===== src/rtl/dma_ctl_pkg.sv =====
package dma_ctl_pkg;
  localparam int NCH = 4;
  localparam int CHW = $clog2(NCH);
  localparam int DW  = 8;
  localparam logic [DW-1:0] CMD_ALLOWED = 8'h04;

  typedef enum logic [2:0] {
    OFS_CMD   = 3'd0,
    OFS_REQ   = 3'd1,
    OFS_SMASK = 3'd2,
    OFS_MODE  = 3'd3,
    OFS_FFCLR = 3'd4,
    OFS_MRST  = 3'd5,
    OFS_MCLR  = 3'd6,
    OFS_MWR   = 3'd7
  } ctl_ofs_e;
endpackage


===== src/rtl/dma_cmd_mask.sv =====
module dma_cmd_mask
  import dma_ctl_pkg::*;
(
  input  logic           clk,
  input  logic           rst_n,
  input  logic           wr_en,
  input  ctl_ofs_e       ofs,
  input  logic [DW-1:0]  wr_data,
  output logic [DW-1:0]  cmd_o,
  output logic [NCH-1:0] mask_o
);
  logic [DW-1:0]  cmd_q;
  logic [NCH-1:0] mask_q;
  logic [CHW-1:0] sel;
  logic           cmd_ok;

  assign sel    = wr_data[CHW-1:0];
  assign cmd_ok = (wr_data & ~CMD_ALLOWED) == '0;

  always_ff @(posedge clk or negedge rst_n) begin
    if (!rst_n) begin
      cmd_q  <= '0;
      mask_q <= '1;
    end else if (wr_en) begin
      case (ofs)
        OFS_CMD:   if (cmd_ok) cmd_q <= wr_data;
        OFS_SMASK: mask_q[sel] <= wr_data[CHW];
        OFS_MRST: begin
          cmd_q  <= '0;
          mask_q <= '1;
        end
        OFS_MCLR:  mask_q <= '0;
        OFS_MWR:   mask_q <= wr_data[NCH-1:0];
        default: ;
      endcase
    end
  end

  assign cmd_o  = cmd_q;
  assign mask_o = mask_q;


  cmd_reject_chk: assert property (@(posedge clk) disable iff (!rst_n)
    (wr_en && ofs == OFS_CMD && (wr_data & ~CMD_ALLOWED) != '0) |=> $stable(cmd_q));

  master_reset_chk: assert property (@(posedge clk) disable iff (!rst_n)
    (wr_en && ofs == OFS_MRST) |=> (mask_q == '1 && cmd_q == '0));

  single_mask_chk: assert property (@(posedge clk) disable iff (!rst_n)
    (wr_en && ofs == OFS_SMASK) |=>
      (((mask_q >> $past(wr_data[CHW-1:0])) & 1) == NCH'($past(wr_data[CHW]))));
endmodule


===== src/rtl/dma_status_reg.sv =====
module dma_status_reg
  import dma_ctl_pkg::*;
(
  input  logic           clk,
  input  logic           rst_n,
  input  logic           wr_en,
  input  logic           rd_en,
  input  ctl_ofs_e       ofs,
  input  logic [DW-1:0]  wr_data,
  input  logic [NCH-1:0] tc_set,
  input  logic [NCH-1:0] hw_req,
  output logic [NCH-1:0] tc_o,
  output logic [NCH-1:0] req_o
);
  logic [NCH-1:0] tc_q, sw_q, tc_clr, sw_d;
  logic [CHW-1:0] sel;

  assign sel = wr_data[CHW-1:0];

  always_comb begin
    tc_clr = '0;
    sw_d   = sw_q;
    if (rd_en && ofs == OFS_CMD) tc_clr = '1;
    if (wr_en) begin
      case (ofs)
        OFS_REQ: begin
          tc_clr[sel] = 1'b1;
          sw_d[sel]   = wr_data[CHW];
        end
        OFS_MRST: begin
          tc_clr = '1;
          sw_d   = '0;
        end
        default: ;
      endcase
    end
  end

  always_ff @(posedge clk or negedge rst_n) begin
    if (!rst_n) begin
      tc_q <= '0;
      sw_q <= '0;
    end else begin
      tc_q <= (tc_q & ~tc_clr) | tc_set;
      sw_q <= sw_d;
    end
  end

  assign tc_o  = tc_q;
  assign req_o = sw_q | hw_req;


  tc_set_wins_chk: assert property (@(posedge clk) disable iff (!rst_n)
    (tc_set != '0) |=> ((tc_q & $past(tc_set)) == $past(tc_set)));

  status_read_clear_chk: assert property (@(posedge clk) disable iff (!rst_n)
    (rd_en && ofs == OFS_CMD && tc_set == '0) |=> (tc_q == '0));

  hw_req_or_chk: assert property (@(posedge clk) disable iff (!rst_n)
    ((req_o & hw_req) == hw_req));
endmodule


===== src/rtl/dma_mode_bank.sv =====
module dma_mode_bank
  import dma_ctl_pkg::*;
(
  input  logic              clk,
  input  logic              rst_n,
  input  logic              wr_en,
  input  ctl_ofs_e          ofs,
  input  logic [DW-1:0]     wr_data,
  output logic [NCH*DW-1:0] mode_o
);
  for (genvar c = 0; c < NCH; c++) begin : g_ch
    logic [DW-1:0] mode_q;
    logic          hit;
    assign hit = wr_en && ofs == OFS_MODE && wr_data[CHW-1:0] == CHW'(c);

    always_ff @(posedge clk or negedge rst_n) begin
      if (!rst_n)   mode_q <= '0;
      else if (hit) mode_q <= wr_data;
    end

    assign mode_o[c*DW +: DW] = mode_q;


    mode_store_chk: assert property (@(posedge clk) disable iff (!rst_n)
      (wr_en && ofs == OFS_MODE && wr_data[CHW-1:0] == CHW'(c)) |=>
        (mode_o[c*DW +: DW] == $past(wr_data)));
  end
endmodule


===== src/rtl/dma_ctl_regs.sv =====
module dma_ctl_regs
  import dma_ctl_pkg::*;
(
  input  logic        clk,
  input  logic        rst_n,
  input  logic        wr_en,
  input  logic        rd_en,
  input  logic [2:0]  port_ofs,
  input  logic [7:0]  wr_data,
  output logic [7:0]  rd_data,
  input  logic [3:0]  tc_set,
  input  logic [3:0]  hw_req,
  output logic [7:0]  cmd_o,
  output logic [3:0]  mask_o,
  output logic [3:0]  req_o,
  output logic [31:0] mode_o,
  output logic        ff_clear_o
);
  ctl_ofs_e       ofs;
  logic [NCH-1:0] tc_w, req_w, mask_w;

  assign ofs = ctl_ofs_e'(port_ofs);

  dma_cmd_mask u_cmd_mask (
    .clk(clk), .rst_n(rst_n), .wr_en(wr_en), .ofs(ofs), .wr_data(wr_data),
    .cmd_o(cmd_o), .mask_o(mask_w)
  );

  dma_status_reg u_status (
    .clk(clk), .rst_n(rst_n), .wr_en(wr_en), .rd_en(rd_en), .ofs(ofs),
    .wr_data(wr_data), .tc_set(tc_set), .hw_req(hw_req),
    .tc_o(tc_w), .req_o(req_w)
  );

  dma_mode_bank u_modes (
    .clk(clk), .rst_n(rst_n), .wr_en(wr_en), .ofs(ofs), .wr_data(wr_data),
    .mode_o(mode_o)
  );

  always_comb begin
    rd_data = '0;
    if (rd_en) begin
      case (ofs)
        OFS_CMD: rd_data = {req_w, tc_w};
        OFS_REQ: rd_data = {4'b0, mask_w};
        default: rd_data = '0;
      endcase
    end
  end

  assign mask_o     = mask_w;
  assign req_o      = req_w;
  assign ff_clear_o = wr_en && (ofs == OFS_FFCLR || ofs == OFS_MRST);


  ff_strobe_chk: assert property (@(posedge clk) disable iff (!rst_n)
    ff_clear_o |-> (wr_en && port_ofs[2:1] == 2'b10));
endmodule


===== config.mk =====
export PLATFORM = sky130hd
export DESIGN_NAME = dma_ctl_regs
export DESIGN_NICKNAME = d
export VERILOG_FILES = /design/src/rtl/dma_ctl_pkg.sv /design/src/rtl/dma_cmd_mask.sv /design/src/rtl/dma_status_reg.sv /design/src/rtl/dma_mode_bank.sv /design/src/rtl/dma_ctl_regs.sv
export SDC_FILE = /design/constraint.sdc
export NUM_CORES = 1
export LEC_CHECK = 0
export BUFFER_PORTS_ARGS = -buffer_cell sky130_fd_sc_hd__buf_2
export CORE_ASPECT_RATIO = 0.8
export CORE_MARGIN = 2
export CORE_UTILIZATION = 53
export CTS_CLUSTER_SIZE = 12
export DETAILED_ROUTE_END_ITERATION = 10
export PLACE_DENSITY = 0.95
export SYNTH_ARGS = -nofsm -noshare
export SYNTH_HDL_FRONTEND = slang
export SYNTH_SLANG_ARGS = --single-unit

===== constraint.sdc =====
create_clock -name clk -period 2.6 [get_ports clk]
set_clock_uncertainty 0.1 [all_clocks]
set_input_delay 0.26 -clock clk [delete_from_list [all_inputs] [get_ports clk]]
set_output_delay 0.26 -clock clk [all_outputs]
set_load 0.02 [all_outputs]

==> results of run 1 <==
synth_stat cells, types with 2 or more instances:
cell	n	area share, %
mux2_2	28	14
nand2b_1	3	0.81
and3_1	7	1.9
nand4b_1	2	0.75
buf_2	3	0.65
nor2_1	11	1.8
clkbuf_1	3	0.48
a31o_2	4	1.5
dfstp_2	4	4.5
dfrtp_1	48	52
nand2_1	9	1.5
or2_2	9	2.4
o21ai_0	12	2.6
nor2_2	3	0.81
and2_1	2	0.54
buf_6	2	0.97
nor2b_1	10	2.7
a21oi_1	5	1.1
a211o_1	2	0.75
mux2i_1	4	1.7
power groups by stage:
stage / sequential [W] / combinational (W) / clock, W
2_1_floorplan: 0.00113 / 0.000181 / 0
3_3_place_gp: 0.00101 / 0.000483 / 0
3_5_place_dp: 0.00101 / 0.000498 / 0
4_1_cts: 0.00100 / 0.000500 / 0.000567
5_1_grt: 0.00101 / 0.000530 / 0.000602
6_report: 0.00100 / 0.000495 / 0.000558
worst max path at each step:
stage | startpoint | end | slack, ps
4_1_cts | port_ofs[2] | rd_data[6] | 820
5_1_grt | port_ofs[2] | rd_data[7] | 750
2_1_floorplan | port_ofs[1] | rd_data[4] | 1030
3_3_place_gp | port_ofs[2] | rd_data[6] | 840
6_report | port_ofs[2] | rd_data[6] | 800
3_5_place_dp | port_ofs[2] | rd_data[6] | 830
registers in the layout, summed over array words and instances, names as in the netlist:
register / flops
u_cmd_mask.cmd_o: 8
u_cmd_mask.mask_o: 4
u_modes.g_ch.mode_q: 32
u_status.sw_q: 4
u_status.tc_o: 4
metrics by stage:
stage,hold WS (ps),total power [W],cells
after detailed placement,96.3,0.00151,318
after floorplan,-136,0.00131,188
after global placement,90.0,0.00149,318
after global routing,38.5,0.00215,327
after CTS,34.1,0.00207,327
final,39.2,0.00205,327
layer usage:
layer	global-route usage, %	vias up
met3	4.87	12
met1	30.6	857
met4	7.89	0
met5	0	-
met2	35.6	84
li1	-	830
cell families (layout without fill, tap and decap cells):
family	Yosys count	in the layout	share of synthesized area (%)
AO/OA/AOI/OAI	30	30	8.40
buffers and inverters	9	91	2.26
flip-flops	52	52	56.2
multiplexers	32	32	15.3
AND/OR/NAND/NOR	65	65	17.8
final cells by class:
class / instances / area share [%]
clock buffers: 6 / 2.52
clock inverters: 2 / 1.35
inverters: 1 / 0.130
multi-input cells: 127 / 33.5
flip-flops and latches: 52 / 45.4
well taps: 57 / 2.48
repair buffers: 82 / 14.6
==> impl_metrics.tcl, run 1 <==
set metrics [dict create \
    status "completed" \
    p_comb_share_pct 24.1 \
    drive_gt1_share_pct 51.9 \
    clk_latency_ps 300 \
    syn_nets 211 \
    ys_seq_area_share_pct 56.2 \
    cts.sinks 52 \
    drv_slew 0 \
    stdcell_area_um2 2880 \
    worst_path_dominant_cell_family "simple AND/OR/NAND/NOR gates" \
    r2r_cells 3 \
    yosysWarnings 0 \
    leakage_nw 1.48 \
    rsz0062_at_grt "false" \
    grt_pass1_wl_mm 8.62 \
    synth_cell_types 37 \
    port_buffers 79 \
    routedWlPerCell_um 16.2 \
    slowest_delay_ps 390 \
    setup_tns_ps 0 \
    critPathMaxFanout 24 \
    p_seq_share_pct 48.7 \
    num_vias 1783 \
    holdPathStages 2 \
    gp_congestion 0.866 \
    nFillCells 323 \
    clk_path_buf_depth 2 \
    crit_slowest_cell "or2_2" \
    min_to "u_status.tc_o[2]" \
    synth_seq_cells 52 \
    numCtsBuffers 5 \
    core-area_um2 4200 \
    finalCritPeriodShare_pct 69.1 \
    top_layer "met4" \
    r2r_end "u_status.sw_q[0]" \
    clkPwrFrac_pct 27.2 \
    path_class "input port to output port" \
    synth-edff-count 0 \
    required_ps 2240 \
    hold_viol_final 0 \
    dr.first_iter.drc_count 136 \
    die_w_um 78.0 \
    multi_input_area_um2 965 \
    grt_pass1_vias 1748 \
    critPathMostFrequentCell "buf_2" \
    reg2reg_slack_ps 1530 \
    fin_util_pct 68.5 \
    antenna_cells 0 \
    die_y_um 63.2 \
    start_util_pct 55.3 \
    drt_pass1_iterations 4 \
    critPathLaunchType "input port" \
    cp-end-kind "output port" \
    dieArea_um2 4930 \
    setup_viol 0 \
    p_switching_w 0.000630 \
    io_pins 80 \
    dp_hpwl_mm 3.87 \
    async_flop_share_pct 100 \
    ff_latch_area_um2 1310 \
    path_cells "buf_2, nor2_1, nand2_1, or2_2, nor2b_1, buf_2" \
    dr_wl_met2_mm 2.49 \
    post-place-ws_ps 825 \
    post_cts_resized 0 \
    power.internal_w 0.00142 \
    cts_tree "built" \
    syn-mean-instance-area_um2 12.4 \
    layout_common_cells "buf_2, dfrtp_1, mux2_2" \
    final_common_cell "buf_2" \
    grt_max_degree 25 \
    path_depth 6 \
    switching_share_pct 30.7 \
    cts-root-buf "clkbuf_8" \
    grt_usage_pct 22.4 \
    syn_inst 188 \
    irDropWorstVdd_mv 0.458 \
    row_count 21 \
    grt_antenna_before_repair 0 \
    totalWireLength_mm 5.29 \
    reg2reg_from "u_status.sw_q[0]" \
    met3_length_um 361 \
    synth_ff_type "dfrtp_1" \
    wl_met1_mm 2.35 \
    maxSlewHeadroom_pct 71.2 \
    power_density_nw_per_um2 713 \
    fin_ws_ps 803 \
    postCtsSetupRepairBufs 0 \
    area_growth_syn_to_layout_pct 23.9 \
    cts_hold_buf 1 \
    tightest_slew_ps 431 \
    crit_arrival_ps 1440 \
    via_per_inst 5.45 \
    fin_nets 292 \
    fmax_mhz 557 \
    grt_overflow 0 \
    hp-class "input port to flip-flop" \
    ant_nets 0 \
    cp_num_buf_inv 2 \
    drv_cap 0 \
    clk_pin_slew_worst_paths_ps 90 \
    syn_area_um2 2320 \
    dpl_cell_area_um2 2760 \
    drc_errors 0 \
    htree_levels 2 \
    min-delay-start "tc_set[2]" \
    timing.final.crit_period_ps 1800 \
]
Note: power is estimated with default switching activity, not from simulation.
==> run 2, diff against run 1 <==
--- a/config.mk
+++ b/config.mk
@@ -8,10 +8,10 @@
 export BUFFER_PORTS_ARGS = -buffer_cell sky130_fd_sc_hd__buf_2
 export CORE_ASPECT_RATIO = 0.8
 export CORE_MARGIN = 2
-export CORE_UTILIZATION = 53
+export CORE_UTILIZATION = 45
 export CTS_CLUSTER_SIZE = 12
 export DETAILED_ROUTE_END_ITERATION = 10
-export PLACE_DENSITY = 0.95
+export PLACE_DENSITY = 0.87
 export SYNTH_ARGS = -nofsm -noshare
 export SYNTH_HDL_FRONTEND = slang
 export SYNTH_SLANG_ARGS = --single-unit
==> constraint.sdc (replaced) <==
create_clock -name clk -period 1.6 [get_ports clk]
set_clock_uncertainty 0.1 [all_clocks]
set_input_delay 0.16 -clock clk [delete_from_list [all_inputs] [get_ports clk]]
set_output_delay 0.16 -clock clk [all_outputs]
set_load 0.02 [all_outputs]
==> impl_metrics.tcl, run 2 (synthesis results as in run 1) <==
set metrics [dict create \
    critPathMaxFanout 3 \
    htree_levels 2 \
    nFillCells 414 \
    post-place-cells 332 \
    grt_overflow 0 \
    clk_path_buf_depth 2 \
    start_util_pct 46.7 \
    port_buffers 79 \
    maxSlewHeadroom_pct 70.4 \
    setup_viol 0 \
    holdWs_ps 46.1 \
    clk_pin_slew_worst_paths_ps 90 \
    use_met1_pct 25.8 \
    hp-class "input port to flip-flop" \
    dieArea_um2 5760 \
    tightest_slew_ps 433 \
    layout_common_cells "buf_2, dfrtp_1, mux2_2" \
    setup_tns_ps 0 \
    hold_viol_final 0 \
    cts.sinks 52 \
    final_cells 346 \
    ant_nets 0 \
    drt_pass1_iterations 4 \
    timing.final.crit_period_ps 1530 \
    leakage_nw 1.54 \
    dp_hpwl_mm 4.01 \
    cts_tree "built" \
    globalRouteMet3Util_pct 4.34 \
    ff_latch_area_um2 1310 \
    dr.first_iter.drc_count 134 \
    power_density_nw_per_um2 1070 \
    grt_antenna_before_repair 0 \
    grt_usage_pct 18.7 \
    fin_ws_ps 70.9 \
    critPathLaunchType "flip-flop" \
    worstSetupStartpoint "u_status.sw_q[1]" \
    routedWlPerCell_um 15.6 \
    num_vias 1816 \
    largest_reg_flops 32 \
    use_met2_pct 30.4 \
    finalCritPeriodShare_pct 95.6 \
    cts-root-buf "clkbuf_8" \
    reg2reg_from "u_status.sw_q[0]" \
    drv_cap 0 \
    multi_input_area_um2 965 \
    holdPathStages 2 \
    rsz0062_at_grt "false" \
    antenna_cells 0 \
    drive_gt1_share_pct 52.8 \
    drv_slew 0 \
    largest-register "u_modes.g_ch.mode_q" \
    cp-end-kind "output port" \
    grt_pass1_wl_mm 8.40 \
    drc_errors 0 \
    core-area_um2 4980 \
    required_ps 1340 \
    fin_nets 306 \
    r2r_cells 3 \
    final_common_cell "buf_2" \
    via_per_inst 5.25 \
    die_y_um 68.3 \
    io_pins 80 \
    grt_max_degree 35 \
    numCtsBuffers 5 \
    totalWireLength_mm 5.39 \
    clk_latency_ps 300 \
    post-place-ws_ps 43.5 \
    min-delay-start "wr_data[6]" \
    grt_pass1_vias 1655 \
    die_w_um 84.3 \
    fmax_mhz 654 \
    irDropWorstVdd_mv 0.769 \
    gp_congestion 0.923 \
    path_class "flip-flop to output port" \
    area_growth_syn_to_layout_pct 28.5 \
    status "completed" \
    post_cts_resized 0 \
    crit_arrival_ps 1270 \
    row_count 23 \
    top_usage_layer "met2" \
]
-- run 2: cell count changes in the layout (fill, tap and decap cells not counted), sizes merged --
cell         delta
clkinv          +1
buf            +10
bufinv          -1
dlygate4sd3     +4
-- run 2: cell type report --
type                            count  area share [%]
Sequential cell                    52            43.7
Multi-Input combinational cell    127            32.3
Timing Repair Buffer               96            18.3
Tap cell                           62            2.60
Clock buffer                        6            2.43
Clock inverter                      2           0.461
Inverter                            1           0.126
-- run 2: routing by layer --
metal,wire length [µm],vias to the layer above
met5,0,-
met4,55,0
met3,372,7
met2,2510,76
met1,2450,877
li1,-,856
-- run 2: timing repair --
item                       CTS  global route
buffers inserted             0             1
setup endpoints to repair    0             1
hold endpoints to repair    18             0
hold buffers                 5             0
-- run 2: final timing paths --
kind	slack [ps]	to
max	70	rd_data[5]
min	50	u_modes.g_ch[0].mode_q[6]
max reg2reg	610	u_status.sw_q[0]
min reg2reg	370	u_modes.g_ch[2].mode_q[1]
max in group asynchronous	660	u_modes.g_ch[1].mode_q[3]
min in group asynchronous	230	u_cmd_mask.cmd_o[0]
-- run 2: critical path, cell delays in order, from the launching register on --
cell	delay (ps)
dfrtp_1	400
or2_2	280
nor2b_1	130
buf_2	150
-- run 2: power breakdown --
part           leakage (nW)  internal (W)  switching [W]
Clock                0.0456      0.000312       0.000421
Combinational         0.857      0.000348       0.000486
Sequential            0.641       0.00152       0.000104
Total                  1.54       0.00218        0.00101
-- run 2: metrics by stage --
step                power, W  area [µm²]  utilization, %
floorplan            0.00213        2320               -
global placement     0.00244        2840            57.1
detailed placement   0.00247        2840            57.1
CTS                  0.00321        2980            59.8
global route         0.00335        2990            60.0
finish               0.00319        2990            60.0
